[src/rtl/modexp_pkg.sv]
package modexp_pkg;
  typedef enum logic [1:0] {
    ST_IDLE = 2'd0,
    ST_SQR  = 2'd1,
    ST_MUL  = 2'd2,
    ST_FIN  = 2'd3
  } seq_state_e;
endpackage

[src/rtl/msb_locate.sv]
module msb_locate #(
  parameter int EW = 16,
  localparam int IW = (EW > 1) ? $clog2(EW) : 1
) (
  input  logic [EW-1:0] vec,
  output logic [IW-1:0] idx,
  output logic          any
);
  always_comb begin
    idx = '0;
    any = 1'b0;
    for (int i = 0; i < EW; i++) begin
      if (vec[i]) begin
        idx = IW'(i);
        any = 1'b1;
      end
    end
  end
endmodule

[src/rtl/mont_mul.sv]
module mont_mul #(
  parameter int W = 16
) (
  input  logic         clk,
  input  logic         rst,
  input  logic         go,
  input  logic [W-1:0] a,
  input  logic [W-1:0] b,
  input  logic [W-1:0] m,
  output logic [W-1:0] res,
  output logic         rdy
);
  localparam int CW  = W + 2;
  localparam int CNW = $clog2(W + 1);

  logic [W-1:0]   a_sh, b_q, m_q;
  logic [W:0]     bm_q;
  logic [CW-1:0]  s_q, c_q;
  logic [CNW-1:0] cnt_q;
  logic           run_q;

  logic           xk, qb;
  logic [CW-1:0]  addend, s3, mj, tot, red;

  always_comb begin
    xk = a_sh[0];
    qb = s_q[0] ^ c_q[0] ^ (xk & b_q[0]);
    unique case ({xk, qb})
      2'b00:   addend = '0;
      2'b01:   addend = CW'(m_q);
      2'b10:   addend = CW'(b_q);
      default: addend = CW'(bm_q);
    endcase
    s3  = s_q ^ c_q ^ addend;
    mj  = (s_q & c_q) | (s_q & addend) | (c_q & addend);
    tot = s_q + c_q;
    red = (tot >= CW'(m_q)) ? (tot - CW'(m_q)) : tot;
  end

  always_ff @(posedge clk) begin
    if (rst) begin
      run_q <= 1'b0;
      rdy   <= 1'b0;
      res   <= '0;
      cnt_q <= '0;
      a_sh  <= '0;
      b_q   <= '0;
      m_q   <= '0;
      bm_q  <= '0;
      s_q   <= '0;
      c_q   <= '0;
    end else begin
      rdy <= 1'b0;
      if (go) begin
        a_sh  <= a;
        b_q   <= b;
        m_q   <= m;
        bm_q  <= {1'b0, b} + {1'b0, m};
        s_q   <= '0;
        c_q   <= '0;
        cnt_q <= '0;
        run_q <= 1'b1;
      end else if (run_q) begin
        if (cnt_q == CNW'(W)) begin
          res   <= red[W-1:0];
          rdy   <= 1'b1;
          run_q <= 1'b0;
        end else begin
          s_q   <= {1'b0, s3[CW-1:1]};
          c_q   <= mj;
          a_sh  <= {1'b0, a_sh[W-1:1]};
          cnt_q <= cnt_q + 1'b1;
        end
      end
    end
  end
endmodule

[src/rtl/modexp_seq.sv]
module modexp_seq
  import modexp_pkg::*;
#(
  parameter int W  = 16,
  parameter int EW = 16
) (
  input  logic          clk,
  input  logic          rst,
  input  logic          start,
  input  logic [W-1:0]  msg,
  input  logic [EW-1:0] expo,
  input  logic [W-1:0]  modulus,
  input  logic [W-1:0]  r_mod,
  input  logic [W-1:0]  r2_mod,
  output logic [W-1:0]  result,
  output logic          done
);
  localparam int IW = (EW > 1) ? $clog2(EW) : 1;
  localparam logic [W-1:0] ONE = W'(1);

  seq_state_e    st_q;
  logic [EW-1:0] exp_q;
  logic [IW-1:0] bit_q;
  logic [W-1:0]  mod_q, xm_q;
  logic          go_a, go_b;
  logic [W-1:0]  opa_a, opb_a, opa_b, opb_b;
  logic [W-1:0]  res_a, res_b;
  logic          rdy_a, rdy_b;
  logic [IW-1:0] top_idx;
  logic          exp_nz;
  logic [W-1:0]  xm_now;
  logic          in_idle;

  msb_locate #(.EW(EW)) u_msb (.vec(expo), .idx(top_idx), .any(exp_nz));

  mont_mul #(.W(W)) u_main (
    .clk(clk), .rst(rst), .go(go_a), .a(opa_a), .b(opb_a), .m(mod_q),
    .res(res_a), .rdy(rdy_a));

  mont_mul #(.W(W)) u_aux (
    .clk(clk), .rst(rst), .go(go_b), .a(opa_b), .b(opb_b), .m(mod_q),
    .res(res_b), .rdy(rdy_b));

  assign xm_now  = rdy_b ? res_b : xm_q;
  assign in_idle = (st_q == ST_IDLE);

  always_ff @(posedge clk) begin
    if (rst) begin
      st_q   <= ST_IDLE;
      exp_q  <= '0;
      bit_q  <= '0;
      mod_q  <= '0;
      xm_q   <= '0;
      go_a   <= 1'b0;
      go_b   <= 1'b0;
      opa_a  <= '0;
      opb_a  <= '0;
      opa_b  <= '0;
      opb_b  <= '0;
      result <= '0;
      done   <= 1'b0;
    end else begin
      go_a <= 1'b0;
      go_b <= 1'b0;
      done <= 1'b0;
      unique case (st_q)
        ST_IDLE: begin
          if (start) begin
            exp_q <= expo;
            mod_q <= modulus;
            bit_q <= top_idx;
            go_b  <= 1'b1;
            if (exp_nz) begin
              st_q  <= ST_SQR;
              go_a  <= 1'b1;
              opa_a <= r_mod;
              opb_a <= r_mod;
              opa_b <= msg;
              opb_b <= r2_mod;
            end else begin
              st_q  <= ST_FIN;
              opa_b <= r_mod;
              opb_b <= ONE;
            end
          end
        end
        ST_SQR: begin
          if (rdy_b) xm_q <= res_b;
          if (rdy_a) begin
            if (exp_q[bit_q]) begin
              st_q  <= ST_MUL;
              go_a  <= 1'b1;
              opa_a <= res_a;
              opb_a <= xm_now;
            end else if (bit_q == '0) begin
              st_q  <= ST_FIN;
              go_b  <= 1'b1;
              opa_b <= res_a;
              opb_b <= ONE;
            end else begin
              bit_q <= bit_q - 1'b1;
              go_a  <= 1'b1;
              opa_a <= res_a;
              opb_a <= res_a;
            end
          end
        end
        ST_MUL: begin
          if (rdy_a) begin
            if (bit_q == '0) begin
              st_q  <= ST_FIN;
              go_b  <= 1'b1;
              opa_b <= res_a;
              opb_b <= ONE;
            end else begin
              st_q  <= ST_SQR;
              bit_q <= bit_q - 1'b1;
              go_a  <= 1'b1;
              opa_a <= res_a;
              opb_a <= res_a;
            end
          end
        end
        default: begin
          if (rdy_b) begin
            result <= res_b;
            done   <= 1'b1;
            st_q   <= ST_IDLE;
          end
        end
      endcase
    end
  end
endmodule


[config.mk]
export PLATFORM = sky130hd
export DESIGN_NAME = modexp_seq
export DESIGN_NICKNAME = d
export VERILOG_FILES = /design/src/rtl/modexp_pkg.sv /design/src/rtl/msb_locate.sv /design/src/rtl/mont_mul.sv /design/src/rtl/modexp_seq.sv
export SDC_FILE = /design/constraint.sdc
export NUM_CORES = 1
export LEC_CHECK = 0
export ABC_AREA = 1
export BUFFER_PORTS_ARGS = -buffer_cell sky130_fd_sc_hd__buf_2
export CAP_MARGIN = 40
export CORE_AREA = 2 2 272 274
export CTS_CLUSTER_DIAMETER = 150
export DETAILED_ROUTE_END_ITERATION = 8
export DIE_AREA = 0 0 274 276
export GPL_TIMING_DRIVEN = 0
export PLACE_DENSITY_LB_ADDON = 0.1
export SYNTH_ARGS = -nofsm -noshare
export SYNTH_HDL_FRONTEND = slang
export SYNTH_SLANG_ARGS = --single-unit
[constraint.sdc]
create_clock -name clk -period 3.1 [get_ports clk]
set_clock_uncertainty 0.15 [all_clocks]
set_input_delay 0.62 -clock clk [delete_from_list [all_inputs] [get_ports clk]]
set_output_delay 0.62 -clock clk [all_outputs]
set_load 0.05 [all_outputs]
After elaboration in Yosys (flattened, before gate mapping) --
Cells that the tools add are included.
Cells by class: add/sub/neg operators 9, reduce and logical (&&, ||, !) cells 25, equal/unequal tests 16, magnitude comparators 3, muxes and demuxes 107, bitwise logic cells 27
Operator list (count):
- $mux W16 | 31
- $pmux W16 S3 | 4
- $pmux W17 S3 | 2
- $or A18 B18 Y18 | 4
- $mux W4 | 13
- $mux W1 | 38
- $add A17 B18 Y18 | 2
- $and A17 B18 Y18 | 2
- $and A18 B17 Y18 | 2
- $ge A18 B16 Y1 | 2
- $xor A17 B18 Y18 | 2
- $xor A18 B17 Y18 | 2
- $add A16 B16 Y17 | 2
- $and A17 B17 Y17 | 2
- $sub A16 B16 Y16 | 2
- $mux W2 | 10
- $reduce_and A5 Y1 | 3
- $mux W3 | 4
- $pmux W4 S3 | 1
- $reduce_and A2 Y1 | 6
- $add A5 B1 Y5 const B | 2
- $eq A5 B5 Y1 const B | 2
- $ne A2 B2 Y1 const B | 5
- $reduce_or A3 Y1 | 3
- 20 further kinds | 41
Storage, ports and cells: bits in registers 383, bits of input ports 83

Logic depth before layout (Yosys ltp) --
word-level depth 19, depth in mapped cells 25, mapped depth without buffers 25

Hierarchy --
From an unflattened synthesis, not the netlist that was laid out.
Unflattened totals: cells, all modules 3310, area total of the unflattened synthesis 22738.1 µm²
Modules (own cells, without submodules):
- mont_mul at u_aux | cells each 1104, area an instance 7815.0 µm², times used 1
- mont_mul at u_main | cells each 1130, area an instance 7775.0 µm², times used 1
- modexp_seq | cells each 1028, area an instance 6942.9 µm², times used 1
- msb_locate | cells each 48, area an instance 205.2 µm², times used 1

Worst setup path after synthesis --
No wires, ideal clock.
kind reg-to-reg, start register u_main.c_q[0], end register u_main.res[4], path buffers 1, stages on the path, launching flop included 23, arrival time 3.083 ns, data required time 2.818 ns, setup slack -0.265 ns, period minus slack after synthesis 3.365 ns, cells stage by stage dfxtp_1 > ha_1 > fa_1 > nand3_1 > nand2_1 > nand3_1 > nand2_2 > nand2_1 > nand2_1 > xnor2_1 > inv_1 > ha_1 > nand2_1 > inv_1 > nand2_1 > nand2_1 > a21oi_1 > nand2_1 > a21oi_4 > buf_2 > nand3_1 > nand3_1 > a21oi_1
On the way: longest elaborated chain between the ends 3
Ends and longest elaborated chain:
- start: declaration | RTL line mont_mul.sv:18 | logic [CW-1:0] s_q, c_q;
- start signal: assignment | RTL line mont_mul.sv:70 | c_q <= mj;
- $add A17 B18 Y18 * | RTL line mont_mul.sv:36 | tot = s_q + c_q;
- $sub A16 B16 Y16 / $ge A18 B16 Y1 (equally long branches) | RTL line mont_mul.sv:37 | red = (tot >= CW'(m_q)) ? (tot - CW'(m_q)) : tot;
- $mux W16 * | RTL line mont_mul.sv:37
- end signal: assignment | RTL line mont_mul.sv:65 | res <= red[W-1:0];
- end: declaration | RTL line mont_mul.sv:10 | output logic [W-1:0] res,
Mark *: on every way between the ends. The rest lies on a longest branch, timed or not. A chain may end at the register's enable or synchronous reset.

Worst setup path after layout --
start register u_aux.s_q[0], end register u_aux.res[11]
On the way: longest elaborated chain between the ends 3
Ends and longest elaborated chain:
- start: declaration | RTL line mont_mul.sv:18
- start signal: assignment | RTL line mont_mul.sv:69 | s_q <= {1'b0, s3[CW-1:1]};
- $add A17 B18 Y18 * | RTL line mont_mul.sv:36
- $sub A16 B16 Y16 / $ge A18 B16 Y1 (equally long branches) | RTL line mont_mul.sv:37
- $mux W16 * | RTL line mont_mul.sv:37
- end signal: assignment | RTL line mont_mul.sv:65
- end: declaration | RTL line mont_mul.sv:10
Marks and branches as above.

==> flow_metrics.py <==
metrics = {
    "sta": {
        "setup_violations": 32,
        "worstMarginPinSlew_ps": 995.5,
        "rsz0062_at_grt": "yes",
        "slew_viol_final": 0,
        "period_share_pct": 108.8,
        "fin_ws_ps": -272.1,
        "relSlewSlack_pct": 33.63,
        "min_period_ps": 3372,
        "hold_viol": 0,
        "clock.fmax_ghz": 0.2965,
    },
    "floorplan": {
        "die_h_um": 276,
        "core-area_sq_um": 72590,
        "start_util_pct": 29.90,
        "io_pins": 100,
        "die_area_sq_um": 75620,
        "rows": 99,
        "die_w_um": 274,
    },
    "detailed_routing": {
        "routed_via_density": 5.084,
        "vias": 21910,
        "post_drt_wl_per_cell_um": 21.05,
        "antenna_left": 0,
        "routed_wl_mm": 90.71,
        "drc_errors": 0,
        "drt_iter0_markers": 1502,
        "drtPass1Iterations": 7,
    },
    "yosys": {
        "synth.ff_latch_count": 379,
        "avgSynthCellArea_sq_um": 7.004,
        "syn_inst": 3099,
        "async_reset_ff_share_pct": 0,
        "synth_cell_type_count": 57,
        "syn-cell-area_sq_um": 21700,
        "yosys_warnings": 0,
        "yosys_most_used_dff": "dfxtp_1",
        "ys_seq_area_share_pct": 34.96,
        "synth_edf_count": 0,
        "synth_nets": 3325,
    },
    "cells_and_area": {
        "area_growth_pct": 26.13,
        "final_common_cell": "nand2_1",
        "fin_cells": 4310,
        "regArea_sq_um": 7632,
        "fillers": 7806,
        "multi_input_area_sq_um": 13450,
        "drive_gt1_share_pct": 17.46,
        "diodes": 0,
        "final_util_pct": 37.71,
        "final_cell_mix": "nand2_1 (535), inv_1 (428), dfxtp_1 (349), o21ai_0 (346), a21oi_1 (267)",
        "nets": 3538,
    },
    "placed_design": {
        "post-dp-hpwl_mm": 72.07,
        "gp_congestion": 0.9117,
        "portBuffers": 98,
        "place_inst": 4162,
    },
    "min_path": {
        "hold_depth": 3,
        "min_path_type": "in2reg",
    },
    "global_routing": {
        "grt_pass1_vias": 21780,
        "antenna_found_initial": 0,
        "overflow": 0,
        "grt_pass1_wl_mm": 135.1,
        "grt_max_degree": 13,
        "track_usage_pct": 23.58,
    },
    "pwr": {
        "total_leakage_power_uw": 0.01098,
        "power_uw": 24870,
        "vdd_ir_drop_max_v": 0.0007260,
        "cellPowerDensity_nw_per_um2": 908.6,
    },
    "worst_setup_path": {
        "cp_max_fo": 4,
        "ff2ff_path_depth": 21,
        "critPathRequiredTime_ps": 3470,
        "crit_arrival_ps": 3740,
        "path_class": "reg2reg",
        "endpoint_kind": "flip-flop",
        "cp-start-kind": "flip-flop",
    },
    "outcome": {
        "outcome": "finished with violations",
        "violations": "setup timing",
    },
    "clocking": {
        "path_clk_slew_ps": 60,
        "clk_path_buf_depth": 3,
        "cts_made_buffers": 48,
        "holdBufCountCts": 0,
        "cts_tree": "done",
        "htreeDepth": 2,
        "ctsRootBufferMaster": "clkbuf_16",
        "clock-sinks": 379,
        "clock_latency_ps": 600,
    },
    "run": {
        "drv_cap": 0,
    },
}
-- critical path, cell delays in order (launching register included) --
cell and delay [ps]:
dfxtp_4 360, ha_4 160, fa_2 350, nand3_2 90, nand2_4 70, nand2_4 80, nand3_4 130, nand2_2 100
nand3b_1 90, nand2_2 90, inv_2 50, ha_4 290, buf_4 110, nand2_1 80, nor2_1 150, nand3_1 110
nand3_1 170, xor2_1 250, inv_1 120, nand2_4 90, nand3_2 70, a21oi_2 130
-- report_power, final --
group / leakage, uW / switching [uW] / internal, uW
registers: 0.00310 / 904 / 5750
logic: 0.00704 / 7830 / 4230
clock network: 0.000832 / 2360 / 3800
-- cells in the mapped netlist (20+ instances only) --
| library cell | n | share of area [%] |
|---|---|---|
| a31oi_1 | 44 | 1.3 |
| inv_1 | 437 | 7.6 |
| clkbuf_1 | 116 | 2.0 |
| nor2_1 | 197 | 3.4 |
| dfxtp_1 | 379 | 35 |
| nand4_1 | 20 | 0.58 |
| o22ai_1 | 51 | 1.5 |
| fa_1 | 36 | 3.3 |
| nand3b_1 | 20 | 0.69 |
| o21ai_0 | 354 | 8.2 |
| ha_1 | 107 | 6.2 |
| nand3_1 | 181 | 4.2 |
| o221ai_1 | 30 | 1.2 |
| nand2_1 | 597 | 10 |
| xor2_1 | 37 | 1.5 |
| a21oi_1 | 316 | 7.3 |
-- stage by stage --
step / hold slack [ps] / cell area [sq um] / setup slack [ps] / TNS [ps]
global placement: 293.2 / 23570 / -869.9 / -31830
detailed placement: 297.4 / 23640 / -904.9 / -25670
global route: 135.2 / 27380 / -470.0 / -13620
finish: 137.9 / 27380 / -272.1 / -7176
floorplan: 273.1 / 21880 / -8.749 / -8.749
CTS: 103.4 / 26900 / -263.2 / -6033
-- cell families after synthesis --
kind of cell	synth area share (%)
flops	34.96
xor+xnor	2.179
compound gates	22.29
fa+ha+maj	9.489
buf+inv	10.64
simple gates	20.44
-- path summary, 6_finish.rpt --
kind	startpoint	to	slack, ps
hold / removal	r2_mod[10]	opb_b[10]	140
hold reg to reg	exp_q[3]	exp_q[3]	300
setup reg to reg	u_aux.s_q[0]	u_aux.res[11]	-270
setup / recovery	u_aux.s_q[0]	u_aux.res[11]	-270
-- final cells by class --
cell class | instances | share of cell area [%]
multi-input combinational | 2126 | 49.12
timing repair buffer | 164 | 3.830
clock buffer | 66 | 4.927
tap | 959 | 4.383
clock inverter | 23 | 1.376
inverter | 446 | 6.124
buffer | 147 | 2.363
sequential | 379 | 27.88
-- per-layer routing --
metal / vias to the layer above / share of wire (%) / routed length, um / track usage (%)
met3: 120 / 4.1 / 3761 / 2.449
li1: 10730 / - / - / -
met2: 510 / 49 / 44660 / 41.65
met4: 0 / 3.2 / 2888 / 7.428
met1: 10550 / 43 / 39400 / 29.87
met5: - / 0 / 0 / 0
-- flip-flops by register name (all words and copies together) (netlist names), 16 cells and up --
register	cells
mod_q	16
u_main.a_sh	16
u_aux.m_q	16
u_main.s_q	16
opb_b	16
opa_b	16
u_aux.c_q	17
u_main.res	16
u_aux.b_q	16
exp_q	16
opb_a	16
u_aux.bm_q	17
u_aux.res	16
u_aux.s_q	16
u_main.b_q	16
u_main.bm_q	17
u_main.m_q	16
result	16
opa_a	16
u_aux.a_sh	16
u_main.c_q	17
xm_q	16
-- what timing repair did --
action,CTS,global route
setup buffers,45,13
resized for setup,249,94
setup endpoints to repair,38,48
pin swaps,72,37
cloned,2,0
Power figures use the tool's default switching activity.
